`src/rtl/pmc_pkg.sv`:
```
package pmc_pkg;

  typedef enum logic [2:0] {
    ST_FAST  = 3'd0,
    ST_SLOW  = 3'd1,
    ST_SLEEP = 3'd2,
    ST_IDLE0 = 3'd3,
    ST_IDLE1 = 3'd4,
    ST_IDLE2 = 3'd5,
    ST_WARM  = 3'd6
  } pmc_state_e;

  // Halt target from the two keep-running bits {high, low}
  function automatic pmc_state_e halt_target(input logic keep_hi, input logic keep_lo);
    pmc_state_e t;
    unique case ({keep_hi, keep_lo})
      2'b00:   t = ST_SLEEP;
      2'b01:   t = ST_IDLE0;
      2'b11:   t = ST_IDLE1;
      default: t = ST_IDLE2;
    endcase
    return t;
  endfunction

  function automatic logic is_halt(input pmc_state_e s);
    return (s == ST_SLEEP) || (s == ST_IDLE0) || (s == ST_IDLE1) || (s == ST_IDLE2);
  endfunction

endpackage

```
`src/rtl/pmc_rst_sync.sv`:
```
module pmc_rst_sync #(
  parameter int STAGES = 2
) (
  input  logic clk,
  input  logic rst_n,
  output logic rst_sync_n
);

  logic [STAGES-1:0] sh_q;

  always_ff @(posedge clk or negedge rst_n) begin
    if (!rst_n) sh_q <= '0;
    else        sh_q <= {sh_q[STAGES-2:0], 1'b1};
  end

  assign rst_sync_n = sh_q[STAGES-1];

endmodule

```
`src/rtl/pmc_lo_sync.sv`:
```
module pmc_lo_sync #(
  parameter int STAGES = 2
) (
  input  logic clk,
  input  logic rst_n,
  input  logic lo_level,
  output logic lo_rise
);

  logic [STAGES:0] sh_q;

  always_ff @(posedge clk or negedge rst_n) begin
    if (!rst_n) sh_q <= '0;
    else        sh_q <= {sh_q[STAGES-1:0], lo_level};
  end

  assign lo_rise = sh_q[STAGES-1] & ~sh_q[STAGES];


  lo_single_pulse_chk: assert property (@(posedge clk) disable iff (!rst_n)
    lo_rise |=> !lo_rise);

endmodule

```
`src/rtl/pmc_clk_div.sv`:
```
module pmc_clk_div #(
  parameter int SEL_W   = 3,
  parameter int EXP_MAX = 6
) (
  input  logic             clk,
  input  logic             rst_n,
  input  logic             run,
  input  logic [SEL_W-1:0] sel_in,
  output logic             term
);

  localparam int CNT_W = (EXP_MAX < 1) ? 1 : EXP_MAX;

  logic [SEL_W-1:0] sel_eff;
  logic [SEL_W-1:0] sel_q, sel_d;
  logic [CNT_W-1:0] cnt_q, cnt_d;
  logic [CNT_W-1:0] mask;
  logic             load;

  assign sel_eff = (sel_in > SEL_W'(EXP_MAX)) ? SEL_W'(EXP_MAX) : sel_in;
  assign mask    = CNT_W'((32'd1 << sel_q) - 32'd1);
  assign term    = run && (cnt_q == mask);
  assign load    = !run || term;

  always_comb begin
    sel_d = sel_q;
    cnt_d = cnt_q + CNT_W'(1);
    if (load) begin
      sel_d = sel_eff;
      cnt_d = '0;
    end
  end

  always_ff @(posedge clk or negedge rst_n) begin
    if (!rst_n) begin
      sel_q <= '0;
      cnt_q <= '0;
    end else begin
      if (load) sel_q <= sel_d;
      cnt_q <= cnt_d;
    end
  end


  ratio_hold_chk: assert property (@(posedge clk) disable iff (!rst_n)
    (run && !term) |=> $stable(sel_q));


  term_spacing_chk: assert property (@(posedge clk) disable iff (!rst_n)
    (term && sel_q != '0) |=> !term);

endmodule

```
`src/rtl/pmc_mode_fsm.sv`:
```
module pmc_mode_fsm
  import pmc_pkg::*;
(
  input  logic       clk,
  input  logic       rst_n,
  input  logic       sel_slow,
  input  logic       idle_hi_en,
  input  logic       idle_lo_en,
  input  logic       halt_req,
  input  logic       wake,
  input  logic       hi_stable,
  output logic [2:0] mode_o,
  output logic       hi_osc_en_o,
  output logic       lo_osc_en_o,
  output logic       cpu_clk_en_o,
  output logic       busy_o,
  output logic       src_hi_o,
  output logic       src_lo_o
);

  pmc_state_e state_q, state_d;
  logic       state_en;

  // Resume target when the core restarts
  pmc_state_e run_target;
  assign run_target = sel_slow ? ST_SLOW : (hi_stable ? ST_FAST : ST_WARM);

  always_comb begin
    state_d = state_q;
    unique case (state_q)
      ST_FAST: begin
        if (halt_req)      state_d = halt_target(idle_hi_en, idle_lo_en);
        else if (sel_slow) state_d = ST_SLOW;
      end
      ST_SLOW: begin
        if (halt_req)       state_d = halt_target(idle_hi_en, idle_lo_en);
        else if (!sel_slow) state_d = run_target;
      end
      ST_WARM: begin
        if (sel_slow)       state_d = ST_SLOW;
        else if (hi_stable) state_d = ST_FAST;
      end
      ST_SLEEP, ST_IDLE0, ST_IDLE1, ST_IDLE2: begin
        if (wake) state_d = run_target;
      end
      default: state_d = ST_WARM;
    endcase
  end

  assign state_en = (state_d != state_q);

  always_ff @(posedge clk or negedge rst_n) begin
    if (!rst_n)        state_q <= ST_WARM;
    else if (state_en) state_q <= state_d;
  end

  always_comb begin
    hi_osc_en_o  = 1'b0;
    lo_osc_en_o  = 1'b0;
    cpu_clk_en_o = 1'b0;
    busy_o       = 1'b0;
    src_hi_o     = 1'b0;
    src_lo_o     = 1'b0;
    unique case (state_q)
      ST_FAST:  begin hi_osc_en_o = 1'b1; lo_osc_en_o = 1'b1; cpu_clk_en_o = 1'b1; src_hi_o = 1'b1; end
      ST_SLOW:  begin lo_osc_en_o = 1'b1; cpu_clk_en_o = 1'b1; src_lo_o = 1'b1; end
      ST_WARM:  begin hi_osc_en_o = 1'b1; lo_osc_en_o = 1'b1; cpu_clk_en_o = 1'b1; src_lo_o = 1'b1; busy_o = 1'b1; end
      ST_IDLE0: lo_osc_en_o = 1'b1;
      ST_IDLE1: begin hi_osc_en_o = 1'b1; lo_osc_en_o = 1'b1; end
      ST_IDLE2: hi_osc_en_o = 1'b1;
      default:  ;
    endcase
  end

  assign mode_o = (state_q == ST_WARM) ? 3'd1 : 3'(state_q);


  fast_needs_stable_chk: assert property (@(posedge clk) disable iff (!rst_n)
    (state_q == ST_FAST && $past(state_q) != ST_FAST) |-> $past(hi_stable));


  warm_release_chk: assert property (@(posedge clk) disable iff (!rst_n)
    (state_q == ST_WARM && hi_stable) |=> !busy_o);


  halt_gates_cpu_chk: assert property (@(posedge clk) disable iff (!rst_n)
    ((state_q == ST_FAST || state_q == ST_SLOW) && halt_req) |=> !cpu_clk_en_o);


  wake_resumes_chk: assert property (@(posedge clk) disable iff (!rst_n)
    (is_halt(state_q) && wake) |=> cpu_clk_en_o);


  warm_ignores_halt_chk: assert property (@(posedge clk) disable iff (!rst_n)
    (state_q == ST_WARM && !sel_slow && !hi_stable) |=> busy_o);

endmodule

```
`src/rtl/pwr_mode_ctrl.sv`:
```
module pwr_mode_ctrl #(
  parameter int SEL_W       = 3,
  parameter int SYNC_STAGES = 2
) (
  input  logic             clk,
  input  logic             rst_n,
  input  logic [SEL_W-1:0] clk_sel,
  input  logic             idle_hi_en,
  input  logic             idle_lo_en,
  input  logic             halt_req,
  input  logic             wake,
  input  logic             hi_stable,
  input  logic             lo_clk_in,
  output logic [2:0]       mode,
  output logic             hi_osc_en,
  output logic             lo_osc_en,
  output logic             cpu_clk_en,
  output logic             sys_ce,
  output logic             busy
);

  localparam int                EXP_MAX   = (1 << SEL_W) - 2;
  localparam logic [SEL_W-1:0]  SLOW_CODE = {SEL_W{1'b1}};

  logic rst_i_n;
  logic lo_rise;
  logic div_term;
  logic src_hi, src_lo;
  logic ce_d, ce_q;

  pmc_rst_sync #(.STAGES(SYNC_STAGES)) u_rst_sync (
    .clk        (clk),
    .rst_n      (rst_n),
    .rst_sync_n (rst_i_n)
  );

  pmc_lo_sync #(.STAGES(SYNC_STAGES)) u_lo_sync (
    .clk      (clk),
    .rst_n    (rst_i_n),
    .lo_level (lo_clk_in),
    .lo_rise  (lo_rise)
  );

  pmc_mode_fsm u_fsm (
    .clk          (clk),
    .rst_n        (rst_i_n),
    .sel_slow     (clk_sel == SLOW_CODE),
    .idle_hi_en   (idle_hi_en),
    .idle_lo_en   (idle_lo_en),
    .halt_req     (halt_req),
    .wake         (wake),
    .hi_stable    (hi_stable),
    .mode_o       (mode),
    .hi_osc_en_o  (hi_osc_en),
    .lo_osc_en_o  (lo_osc_en),
    .cpu_clk_en_o (cpu_clk_en),
    .busy_o       (busy),
    .src_hi_o     (src_hi),
    .src_lo_o     (src_lo)
  );

  pmc_clk_div #(.SEL_W(SEL_W), .EXP_MAX(EXP_MAX)) u_div (
    .clk    (clk),
    .rst_n  (rst_i_n),
    .run    (src_hi),
    .sel_in (clk_sel),
    .term   (div_term)
  );

  always_comb begin
    ce_d = 1'b0;
    if (src_hi)      ce_d = div_term;
    else if (src_lo) ce_d = lo_rise;
  end

  always_ff @(posedge clk or negedge rst_i_n) begin
    if (!rst_i_n) ce_q <= 1'b0;
    else          ce_q <= ce_d;
  end

  assign sys_ce = ce_q;


  halt_quiet_chk: assert property (@(posedge clk) disable iff (!rst_i_n)
    !cpu_clk_en |=> !sys_ce);


  slow_osc_chk: assert property (@(posedge clk) disable iff (!rst_i_n)
    (mode == 3'd1 && !busy) |-> (!hi_osc_en && lo_osc_en));

endmodule

```
`config.mk`:
```
export PLATFORM = sky130hd
export DESIGN_NAME = pwr_mode_ctrl
export DESIGN_NICKNAME = d
export VERILOG_FILES = /design/src/rtl/pmc_pkg.sv /design/src/rtl/pmc_rst_sync.sv /design/src/rtl/pmc_lo_sync.sv /design/src/rtl/pmc_clk_div.sv /design/src/rtl/pmc_mode_fsm.sv /design/src/rtl/pwr_mode_ctrl.sv
export SDC_FILE = /design/constraint.sdc
export NUM_CORES = 1
export LEC_CHECK = 0
export BUFFER_PORTS_ARGS = -buffer_cell sky130_fd_sc_hd__buf_2
export CAP_MARGIN = 10
export CELL_PAD_IN_SITES_DETAIL_PLACEMENT = 1
export CELL_PAD_IN_SITES_GLOBAL_PLACEMENT = 2
export CORE_ASPECT_RATIO = 0.7
export CORE_MARGIN = 2
export CORE_UTILIZATION = 34
export CTS_BUF_LIST = sky130_fd_sc_hd__clkbuf_16
export DETAILED_ROUTE_END_ITERATION = 7
export HOLD_SLACK_MARGIN = 0.06
export MAX_ROUTING_LAYER = met4
export PLACE_DENSITY = 0.74
export SYNTH_ARGS = -nofsm -noshare
export SYNTH_HDL_FRONTEND = slang
export SYNTH_HIERARCHICAL = 1
export SYNTH_SLANG_ARGS = --single-unit
```
`constraint.sdc`:
```
create_clock -name clk -period 1.1 [get_ports clk]
set_input_delay 0.055 -clock clk [delete_from_list [all_inputs] [get_ports clk]]
set_output_delay 0.055 -clock clk [all_outputs]
set_load 0.01 [all_outputs]
```
==> metrics.md <==
| Metric | Value |
|---|---|
| Footprint of the multi-input gates | `686 µm²` |
| CP delay by family, top | `simple AND/OR/NAND/NOR gates` |
| WP depth | `6` |
| FILL cells | `346` |
| Vias | `969` |
| Number of buffers added on ports | `18` |
| Crit-path max cell delay | `0.56 ns` |
| Highest-count cells in the layout ignoring fill and taps | `22 x buf_4, 16 x dfrtp_1, 15 x buf_2` |
| Synthesized area | `1100 µm²` |
| Crit path from | `u_div/sel_q[1]$_DFFE_PN0P_` |
| Total of warnings raised by yosys | `6` |
| Post-DRT Antenna Nets | `0` |
| GP Congestion | `0.836` |
| CTS H-Tree Depth | `1` |
| Final WL | `2960 µm` |
| Cells after Synth | `110` |
| Largest fanout on the critical path | `4` |
| Sequential cell area | `453 µm²` |
| Syn nets | `126` |
| Power consumption | `4900 µW` |
| Worst Setup Start Kind | `flip-flop` |
| Synthesis-to-finish area growth | `57.0%` |
| Worst Path Buf+Inv | `1` |
| Layout Utilization | `0.555` |
| Worst R2R Path Depth | `6` |
| Die footprint | `3710 µm²` |
| Nets | `179` |
| Worst VDD drop | `0.00106 V` |
| Final Skew | `0.00370 ns` |
| Diode count | `0` |
| Critical setup path kind | `flip-flop to flip-flop` |
| Initial Util | `0.353` |
| Largest net degree at the start of global routing | `17` |
| Worst Hold Class | `primary input to flip-flop` |
| Number of global-route vias before repair | `1005` |
| # DRC | `0` |
| Grt total ovfl | `0` |
| Max-Cap Viols | `0` |
| First-pass GRT wire length | `4970 µm` |
| Crit end category | `flip-flop` |
| DR iter-0 viols | `29` |
| Status | `finished, violations left` |
| Initial DRT Pass Iterations | `4` |
| Commonest non-fill, non-tap cell in the layout | `buf_4` |
| Wirelength per Cell | `14.8 µm` |
| Req. time, crit path | `1.23 ns` |
| Final hold violations | `0` |
| Setup WS post-layout | `-0.841 ns` |
| Critical-path top delay cell | `or4_4` |
| Tot GR Track Use | `0.181` |
| Skew-Pair Late Insertion Delay | `0.25 ns` |
| Maximum clock insertion buffer count | `2` |
| RSZ-0062 raised after global routing | `true` |
| Sequential fraction of the synthesis area | `0.413` |
| Max frequency | `515 MHz` |
| Antenna violations before repair | `0` |
| Min-Delay Startpoint | `clk_sel[2]` |
| Hold Crit Depth | `2` |
| Die Span X | `71.9 µm` |
| Post-route clock period utilization | `1.76` |
| Die Height | `51.5 µm` |
| Fraction of layout cells with a size suffix above 1 | `0.494` |
| Max Slew Vio Count | `0` |
| Core Region | `3110 µm²` |
| Critical path data arrival time | `2.07 ns` |
| Power Density | `2840 nW/µm²` |
| Yosys cell types | `41` |
| Cell Chain, Critical Path | `or4_4 -> o22ai_4 -> a31oi_4 -> o31ai_4 -> buf_4 -> mux2_4` |
| Final Critical Period | `1.94 ns` |
| Clock buffer count from CTS | `3` |
| TritonCTS clock tree | `done` |
| Ports | `19` |
| LEAKAGE | `0.000800 µW` |
| Synth Register Bits | `18` |
| Root Driver | `clkbuf_16` |
| Failing checks | `setup timing` |
| Placed wire-length estimate | `2060 µm` |
| DR vias/cell | `4.85` |
| Clock sink count | `18` |
| Worst-path clk slew | `0.05 ns` |
| Avg Cell Area, Syn | `9.98 µm²` |
| Reg2reg start | `u_div/sel_q[1]$_DFFE_PN0P_` |
| Final setup fails | `20` |
| Num rows | `17` |
[path summary, 6_finish.rpt]
check / endpoint / slack, ns
max: u_div/sel_q[2]$_DFFE_PN0P_ / -0.84
min: u_div/sel_q[2]$_DFFE_PN0P_ / 0.08
max reg2reg: u_div/sel_q[2]$_DFFE_PN0P_ / -0.84
min reg2reg: u_fsm/state_q[0]$_DFFE_PN0P_ / 0.18
max in group asynchronous: u_fsm/state_q[1]$_DFFE_PN1P_ / 0.67
min in group asynchronous: u_rst_sync/sh_q[0]$_DFF_PN0_ / 0.12
[report_power, final]
| part | switching (µW) | total [µW] | internal [µW] |
|---|---|---|---|
| Combinational | 1410 | 3190 | 1780 |
| Clock | 238 | 721 | 483 |
| Sequential | 140 | 985 | 845 |
| Total | 1790 | 4900 | 3110 |
[registers in the layout, summed over array words and instances (netlist names)]
name,cells
u_rst_sync/sh_q,2
u_lo_sync/sh_q,3
u_div/cnt_q,6
u_fsm/state_q,3
u_div/sel_q,3
sys_ce,1
[cell usage after synthesis, drive strengths merged]
cell type	instances	area [µm²]
inv	5	18.8
or4	1	7.51
o21ba	1	10.0
and2	1	6.26
o32ai	1	8.76
a21oi	2	10.0
nand3	2	10.0
o31ai	1	21.3
and3	2	17.5
a31oi	4	31.3
o22ai	1	12.5
o21ai	5	25.0
or2	1	6.26
xnor2	5	43.8
mux2i	2	20.0
and3b	1	8.76
nor2b	1	13.8
nand2b	2	12.5
ha	5	62.6
buf	5	50.0
a21o	2	15.0
nor3	3	15.0
nor2	15	61.3
mux2	3	33.8
nor4b	1	8.76
dfstp	2	52.6
o211ai	2	15.0
nor4	1	6.26
conb	1	3.75
a211o	1	8.76
a21boi	2	15.0
nand2	9	33.8
nor3b	3	22.5
xor2	1	8.76
dfrtp	16	400
[layer usage]
layer  GRT usage  vias up  part of all wire
li1            -      486                 -
met1       0.259      465              0.51
met2       0.264       18              0.46
met3      0.0465        0             0.031
met4      0.0283        0                 0
met5           -        -                 0
[stage by stage]
| stage | setup WS, ns | hold WS (ns) | area, µm² | instances | TNS (ns) |
|---|---|---|---|---|---|
| after global routing | -0.902 | 0.0823 | 1720 | 200 | -11.23 |
| after detailed placement | -0.814 | -0.158 | 1420 | 187 | -8.22 |
| after CTS | -0.807 | 0.0751 | 1680 | 201 | -9.62 |
| after global placement | -0.747 | -0.159 | 1420 | 187 | -7.46 |
| after floorplan | -0.895 | -0.241 | 1110 | 110 | -7.18 |
| final | -0.841 | 0.0838 | 1720 | 200 | -10.01 |
[kinds of logic after synthesis]
logic type,share of synthesized area
xor+xnor,0.0479
flops,0.413
mux,0.0490
simple gates,0.210
buf+inv,0.0627
fa+ha+maj,0.0570
other cells,0.00342
compound gates,0.157
[worst reg2reg max path: stages (launching register included)]
cell and delay, ns:
dfrtp_1 0.40, or4_4 0.56, o22ai_4 0.14, a31oi_4 0.06, o31ai_4 0.20, buf_4 0.17
mux2_4 0.30
[timing repair]
| action | in CTS | in global routing |
|---|---|---|
| hold buffers | 2 | 0 |
| endpoints found under the hold margin | 3 | 0 |
| setup endpoints to repair | 20 | 20 |
| setup buffers | 8 | 2 |
| gates resized for setup | 22 | 13 |
| pin swaps | 8 | 5 |
[area by class of cell]
cell class / instances / area share
multi-input cells: 82 / 0.398
flip-flops and latches: 18 / 0.263
repair buffers: 53 / 0.255
clock buffers: 3 / 0.0436
well taps: 38 / 0.0276
inverters: 5 / 0.0109
clock inverters: 1 / 0.00218
(Power assumes the default switching activity.)
